### src/rtl/fp_flag_cmp.sv
module fp_flag_cmp (
  input  logic        clk,
  input  logic        rst_n,
  input  logic        req_valid,
  input  logic [63:0] opa,
  input  logic [63:0] opb,
  input  logic [1:0]  fmt,
  input  logic        zero_cmp,
  input  logic        nan_strict,
  input  logic        half_en,
  input  logic        inv_trap_en,
  output logic        rsp_valid,
  output logic [3:0]  nzcv,
  output logic        inv_flag_set,
  output logic        inv_trap,
  output logic        fmt_undef
);
  localparam logic [3:0] FL_LT = 4'b1000;
  localparam logic [3:0] FL_EQ = 4'b0110;
  localparam logic [3:0] FL_GT = 4'b0010;
  localparam logic [3:0] FL_UN = 4'b0011;
  localparam logic [63:0] MAG  = {1'b0, {63{1'b1}}};

  logic [63:0] ja, jb, emask, qmask, fmask, ka, kb;
  logic        fmt_ok, a_nan, b_nan, a_snan, b_snan, both_zero, invalid;
  logic [3:0]  flags_d;

  function automatic logic [63:0] order_key(input logic [63:0] x);
    return x[63] ? ~x : {1'b1, x[62:0]};
  endfunction

  always_comb begin
    case (fmt)
      2'b00: begin
        ja    = {opa[31:0], 32'b0};
        jb    = {opb[31:0], 32'b0};
        emask = 64'h7F80_0000_0000_0000;
        qmask = 64'h0040_0000_0000_0000;
      end
      2'b01: begin
        ja    = opa;
        jb    = opb;
        emask = 64'h7FF0_0000_0000_0000;
        qmask = 64'h0008_0000_0000_0000;
      end
      default: begin
        ja    = {opa[15:0], 48'b0};
        jb    = {opb[15:0], 48'b0};
        emask = 64'h7C00_0000_0000_0000;
        qmask = 64'h0200_0000_0000_0000;
      end
    endcase
    if (zero_cmp) jb = 64'b0;
  end

  assign fmt_ok    = (fmt == 2'b00) || (fmt == 2'b01) || (fmt == 2'b11 && half_en);
  assign fmask     = MAG & ~emask;
  assign a_nan     = ((ja & emask) == emask) && ((ja & fmask) != 64'b0);
  assign b_nan     = ((jb & emask) == emask) && ((jb & fmask) != 64'b0);
  assign a_snan    = a_nan && ((ja & qmask) == 64'b0);
  assign b_snan    = b_nan && ((jb & qmask) == 64'b0);
  assign both_zero = (ja[62:0] == 63'b0) && (jb[62:0] == 63'b0);
  assign ka        = order_key(ja);
  assign kb        = order_key(jb);
  assign invalid   = fmt_ok && (a_snan || b_snan || (nan_strict && (a_nan || b_nan)));

  always_comb begin
    if (!fmt_ok)                flags_d = 4'b0000;
    else if (a_nan || b_nan)    flags_d = FL_UN;
    else if (both_zero)         flags_d = FL_EQ;
    else if (ka == kb)          flags_d = FL_EQ;
    else if (ka < kb)           flags_d = FL_LT;
    else                        flags_d = FL_GT;
  end

  always_ff @(posedge clk) begin
    if (!rst_n) begin
      rsp_valid    <= 1'b0;
      nzcv         <= 4'b0;
      inv_flag_set <= 1'b0;
      inv_trap     <= 1'b0;
      fmt_undef    <= 1'b0;
    end else begin
      rsp_valid    <= req_valid;
      inv_flag_set <= req_valid && invalid && !inv_trap_en;
      inv_trap     <= req_valid && invalid && inv_trap_en;
      if (req_valid) begin
        nzcv      <= flags_d;
        fmt_undef <= !fmt_ok;
      end
    end
  end
endmodule


### config.mk
export PLATFORM = sky130hd
export DESIGN_NAME = fp_flag_cmp
export DESIGN_NICKNAME = d
export VERILOG_FILES = /design/src/rtl/fp_flag_cmp.sv
export SDC_FILE = /design/constraint.sdc
export NUM_CORES = 1
export LEC_CHECK = 0
export ABC_CLOCK_PERIOD_IN_PS = 5200
export BUFFER_PORTS_ARGS = -buffer_cell sky130_fd_sc_hd__buf_2
export CORE_MARGIN = 2
export CORE_UTILIZATION = 47
export CTS_BUF_LIST = sky130_fd_sc_hd__clkbuf_8
export DETAILED_ROUTE_END_ITERATION = 12
export MAX_ROUTING_LAYER = met4
export PLACE_DENSITY = 0.75
export SLEW_MARGIN = 20
export SYNTH_ARGS = -nofsm -noshare
export SYNTH_HDL_FRONTEND = slang
export SYNTH_SLANG_ARGS = --single-unit
### constraint.sdc
create_clock -name clk -period 5.2 [get_ports clk]
set_clock_uncertainty 0.05 [all_clocks]
set_input_delay 0.52 -clock clk [delete_from_list [all_inputs] [get_ports clk]]
set_output_delay 0.52 -clock clk [all_outputs]
set_load 0.01 [all_outputs]
==> impl_metrics.json, run 1 <==
{
  "path_buf_inv": 2,
  "synth_edf_count": 0,
  "routedWlPerCell_um": 19.6,
  "grt_antenna_before_repair": 0,
  "p_per_area_nw_per_um2": 142,
  "postSynthAreaPerCell_um2": 7.04,
  "synthArstFlopShare_pct": 0,
  "synth_area_um2": 4940,
  "clock-sinks": 8,
  "port_buffers": 144,
  "ctsHoldBuffers": 0,
  "die_y_um": 107,
  "crit_family": "simple AND/OR/NAND/NOR gates",
  "crit_fanout": 26,
  "drt_drc_violations_left": 0,
  "min_period_ns": 4.35,
  "holdCritPathClass": "register to register",
  "rsz0062_at_grt": "false",
  "drt-total-wl_um": 18600,
  "status": "complete, no violations",
  "io_pins": 145,
  "ctsLongestPathBuffers": 2,
  "ir_drop_mv": 0.101,
  "initial_core_util_pct": 48.1,
  "required_ns": 5.32,
  "fp.dieW_um": 107,
  "crit_top_cell": "buf_4",
  "synth_seq_area_share_pct": 3.24,
  "vias_per_cell": 6.18,
  "clk_latency_ns": 0.22,
  "dpl.hpwl_um": 15300,
  "setup_viol": 0,
  "ys_types": 62,
  "cp-end-kind": "register",
  "grt_pass1_wl_um": 28900,
  "fin_setup_tns_ns": 0,
  "synth_ff_type": "dfxtp_1",
  "die_area_um2": 11300,
  "p_leak_uw": 0.00256,
  "syn_nets": 903,
  "cts_tree": "built",
  "synth-seq-cells": 8,
  "rows": 37,
  "fin_crit_sh_pct": 83.6,
  "drtAntennaViolNets": 0,
  "worst_slew_pin_slew_ns": 0.800,
  "worst_path_max_delay_cell": "or4_4",
  "crit_chain": "buf_4 > buf_4 > mux2i_1 > nand2_1 > o211a_1 > xnor2_1 > ha_1 > nand4_1 > or4_4 > or4b_4 > nor4_4 > nand3_1 > a211oi_2 > a21o_1",
  "ys_warn_count": 0,
  "cts_buffers": 3,
  "syn_to_final_growth_pct": 16.8,
  "slew_headroom_pct": 46.5,
  "hold-worst-slack_ns": 0.395,
  "first_iter_violations": 583,
  "drv_cap": 0,
  "fin_util_pct": 56.1,
  "power_uw": 817,
  "globalplace.congestion": 1.06,
  "crit_type": "input pin to register",
  "layout-drive-gt1-share_pct": 22.1,
  "clkTransAtPathRegs_ns": 0.04,
  "clock.fmax_ghz": 0.230,
  "grt_max_degree": 46,
  "diodes": 0,
  "worst-endpoint-arrival_ns": 4.46,
  "grt_pass1_vias": 5376,
  "post_cts_buffers": 0,
  "first_pass_iters": 5,
  "synthCells": 702,
  "drv_slew": 0,
  "post_cts_resized": 0,
  "nNetsFinal": 1019,
  "cts_max_level": 1,
  "grt_overflow_total": 0,
  "num_vias": 5883,
  "crit_path_max_incr_delay_ns": 0.60,
  "grt_use_total_pct": 33.3,
  "coreArea_um2": 10300,
  "hold_viol": 0,
  "critPathLaunchType": "input pin",
  "clock-root-buffer": "clkbuf_8"
}
## flip-flops by register name, indices dropped and copies added, names as in the netlist
| name | cells |
|---|---|
| nzcv | 4 |
| inv_trap | 1 |
| rsp_valid | 1 |
| fmt_undef | 1 |
| inv_flag_set | 1 |
## worst min-delay path, cell delays in order, from the launching register on
cell and delay, ns:
dfxtp_1 0.32, nand2_1 0.05, o31ai_1 0.05
## cells in the mapped netlist (18+ instances only)
cell	count	area, µm²
a21oi_1	106	531
buf_2	18	90.1
clkbuf_1	18	67.6
ha_1	64	801
mux2i_1	70	701
nand2_1	77	289
nand4_1	20	125
nor2_1	55	206
nor4_1	23	144
o21ai_0	23	115
xnor2_1	44	385
xor2_1	38	333
## logic make-up (layout without fill, tap and decap cells)
logic type	count (synthesis)	after routing	share of synthesized area (%)
simple gates	237	237	23.6
mux	78	78	16.0
compound gates	178	178	21.1
buf+inv	55	169	5.34
flops	8	8	3.24
xor+xnor	82	82	14.5
fa+ha+maj	64	64	16.2
## per-layer routing
metal	routed length (µm)	track usage [%]
met5	0	-
met4	855	11.5
met3	1800	2.33
met2	7900	51.1
met1	8090	46.2
## final cells by class
type	instances	area [µm²]
clock buffers	3	41.3
well taps	136	170
fillers	1082	4510
multi-input cells	639	4540
inverters	8	30.0
flip-flops and latches	8	160
repair buffers	158	828
## path summary, 6_finish.rpt
path | slack, ns | from | end | cells after the start
max | 0.85 | fmt[0] | nzcv[2]$_SDFFE_PN0P_ | 14
min | 0.39 | nzcv[3]$_SDFFE_PN0P_ | nzcv[3]$_SDFFE_PN0P_ | 2
min reg2reg | 0.39 | nzcv[3]$_SDFFE_PN0P_ | nzcv[3]$_SDFFE_PN0P_ | 2
max reg2reg | 4.56 | fmt_undef$_SDFFE_PN0P_ | fmt_undef$_SDFFE_PN0P_ | 2
## where the power goes
part	leakage [µW]	switching [µW]	total [µW]	internal [µW]
Clock	0.0000216	23.0	73.0	50.0
Combinational	0.00247	400	679	278
Sequential	0.0000651	0.957	65.1	64.1
## metrics by stage
step | setup slack, ns | cell area [µm²] | cells
after CTS | 0.929 | 5770 | 952
final | 0.855 | 5770 | 952
after floorplan | 0.854 | 4940 | 702
after global routing | 0.702 | 5770 | 952
after global placement | 0.771 | 5730 | 949
after detailed placement | 0.708 | 5730 | 949
## layout by cell type (no fill, tap or decap), drive strengths merged, types with 12 or more instances in the layout
master and n:
ha 64, nand3 12, nand4 20, buf 158
nor4 24, nand2 77, o21ai 25, nor2 55
nor3 16, a21oi 106, xor2 38, xnor2 44
mux2i 70, nor2b 12
Power figures use the tool's default switching activity.
==> run 2, diff against run 1 <==
--- a/config.mk
+++ b/config.mk
@@ -5,14 +5,15 @@
 export SDC_FILE = /design/constraint.sdc
 export NUM_CORES = 1
 export LEC_CHECK = 0
-export ABC_CLOCK_PERIOD_IN_PS = 5200
+export ABC_AREA = 1
+export ABC_CLOCK_PERIOD_IN_PS = 4550
 export BUFFER_PORTS_ARGS = -buffer_cell sky130_fd_sc_hd__buf_2
 export CORE_MARGIN = 2
 export CORE_UTILIZATION = 47
 export CTS_BUF_LIST = sky130_fd_sc_hd__clkbuf_8
 export DETAILED_ROUTE_END_ITERATION = 12
 export MAX_ROUTING_LAYER = met4
-export PLACE_DENSITY = 0.75
+export PLACE_DENSITY = 0.73
 export SLEW_MARGIN = 20
 export SYNTH_ARGS = -nofsm -noshare
 export SYNTH_HDL_FRONTEND = slang
==> constraint.sdc (replaced) <==
create_clock -name clk -period 4.55 [get_ports clk]
set_clock_uncertainty 0.05 [all_clocks]
set_input_delay 0.455 -clock clk [delete_from_list [all_inputs] [get_ports clk]]
set_output_delay 0.455 -clock clk [all_outputs]
set_load 0.01 [all_outputs]
==> impl_metrics.json, run 2 <==
{
  "die_area_um2": 12600,
  "synthArstFlopShare_pct": 0,
  "synth_seq_area_share_pct": 2.92,
  "drv_cap": 0,
  "ir_drop_mv": 0.0978,
  "syn_nets": 1195,
  "crit_fanout": 58,
  "holdCritPathClass": "input pin to register",
  "grt_pass1_vias": 6236,
  "regMostFlops": "nzcv",
  "area.sequential_um2": 160,
  "ctsHoldBuffers": 0,
  "grt_antenna_before_repair": 0,
  "postSynthAreaPerCell_um2": 5.52,
  "status": "complete, no violations",
  "vias_per_cell": 5.33,
  "critPathLaunchType": "input pin",
  "required_ns": 4.66,
  "drtAntennaViolNets": 0,
  "globalplace.congestion": 1.06,
  "first_iter_violations": 652,
  "hold_viol": 0,
  "grt_max_degree": 61,
  "p_leak_uw": 0.00337,
  "min_period_ns": 3.51,
  "post_cts_buffers": 0,
  "clk_latency_ns": 0.22,
  "die_y_um": 112,
  "yosys.cell_count.top_type": "nand2_1",
  "dpl.hpwl_um": 15800,
  "synth_area_um2": 5490,
  "synth_edf_count": 0,
  "slew_headroom_pct": 28.6,
  "nFillCells": 1249,
  "worst-endpoint-arrival_ns": 3.62,
  "cts_tree": "built",
  "diodes": 0,
  "syn_to_final_growth_pct": 15.2,
  "ys_warn_count": 0,
  "setup_viol": 0,
  "ys_top_cells_by_count": "311 x nand2_1, 119 x xor2_1, 109 x nor2_1",
  "multiInputGateArea_um2": 4680,
  "layout_setup_ws_ns": 1.04,
  "grt_overflow_total": 0,
  "rsz0062_at_grt": "false",
  "ys_types": 31,
  "synth-seq-cells": 8,
  "post_cts_resized": 0,
  "p_per_area_nw_per_um2": 155,
  "cts_buffers": 3,
  "grt_pass1_wl_um": 31200,
  "drt_drc_violations_left": 0,
  "clock-root-buffer": "clkbuf_8",
  "drt-total-wl_um": 19500,
  "fin_crit_sh_pct": 77.1,
  "fin_setup_tns_ns": 0,
  "drv_slew": 0,
  "port_buffers": 144,
  "rows": 39,
  "synth_ff_type": "dfxtp_1",
  "nNetsFinal": 1308,
  "worst_slew_pin_slew_ns": 1.07,
  "first_pass_iters": 5,
  "layout-drive-gt1-share_pct": 15.9,
  "grt_use_total_pct": 31.7,
  "ys_top_cells_by_area": "nand2_1 21%, xor2_1 19%, ha_1 15%",
  "yosys.area.top_type_share_pct": 21.3,
  "ctsLongestPathBuffers": 2,
  "routedWlPerCell_um": 15.7,
  "coreArea_um2": 11400,
  "fp.dieW_um": 112,
  "cts_max_level": 1,
  "final_common_cell": "nand2_1",
  "initial_core_util_pct": 48.1,
  "num_vias": 6657,
  "largest_register_ffs": 4,
  "io_pins": 145,
  "clock.fmax_ghz": 0.285,
  "clkTransAtPathRegs_ns": 0.04,
  "cp-end-kind": "register",
  "synthCells": 994,
  "clock-sinks": 8,
  "place_ws_ns": 0.878,
  "synth_area_leader_cell": "nand2_1",
  "final_cell_mix": "311 x nand2_1, 144 x buf_2, 119 x xor2_1, 109 x nor2_1, 104 x nand3_1",
  "crit_type": "input pin to register"
}
run 2: power by group:
part / internal (µW) / switching (µW) / total, µW
Sequential: 73.5 / 1.34 / 74.9
Clock: 57.3 / 27.6 / 84.9
Combinational: 322 / 499 / 821
run 2: logic make-up (layout without fill, tap and decap cells):
group / Yosys count / after routing / share of synthesized area [%]
simple gates: 551 / 551 / 41.3
buf+inv: 156 / 267 / 12.1
xor+xnor: 123 / 123 / 19.6
compound gates: 92 / 92 / 9.44
fa+ha+maj: 64 / 64 / 14.6
flops: 8 / 8 / 2.92
run 2: final timing paths:
| check | startpoint | to | slack [ns] | cells after the start |
|---|---|---|---|---|
| max | fmt[0] | nzcv[1]$_SDFFE_PN0P_ | 1.04 | 17 |
| min | inv_trap_en | inv_flag_set$_SDFF_PN0_ | 0.35 | 2 |
| max reg2reg | fmt_undef$_SDFFE_PN0P_ | fmt_undef$_SDFFE_PN0P_ | 3.89 | 2 |
| min reg2reg | nzcv[0]$_SDFFE_PN0P_ | nzcv[0]$_SDFFE_PN0P_ | 0.41 | 2 |
run 2: per-layer routing:
layer | up-vias | part of all wire (%) | GRT usage, % | wire, µm
li1 | 3371 | - | - | -
met1 | 2901 | 43 | 40.6 | 8310
met2 | 328 | 43 | 50.2 | 8450
met3 | 57 | 8.6 | 3.13 | 1690
met4 | 0 | 5.6 | 15.2 | 1090
met5 | - | 0 | - | 0
run 2: stage by stage:
| stage | power (µW) | hold WS [ns] | utilization, % | area [µm²] | cells |
|---|---|---|---|---|---|
| finish | 980 | 0.353 | 55.4 | 6320 | 1248 |
| global route | 1110 | 0.356 | 55.4 | 6320 | 1248 |
| CTS | 975 | 0.352 | 55.4 | 6320 | 1248 |
| detailed placement | 884 | 0.405 | 55.0 | 6280 | 1245 |
| global placement | 876 | 0.407 | 55.0 | 6280 | 1245 |
| floorplan | 651 | 0.436 | - | 5490 | 994 |
run 2: worst max-delay path: stages:
cell and delay (ns):
buf_2 0.42, inv_1 0.14, nor2_4 0.14, buf_4 0.49, nand3_1 0.22, xor2_1 0.23, ha_1 0.28, nand2_1 0.06
nor2_1 0.15, nand4_1 0.15, nor3_1 0.39, nand2_1 0.12, nand3_1 0.10, nor2_1 0.05, nand2_1 0.05, nand2_1 0.04
a21oi_1 0.11
run 2: layout make-up:
cell class	instances	area share (%)
flip-flops and latches	8	2.53
well taps	143	2.83
multi-input cells	830	74.0
clock buffers	3	0.653
inverters	106	6.29
repair buffers	158	13.7
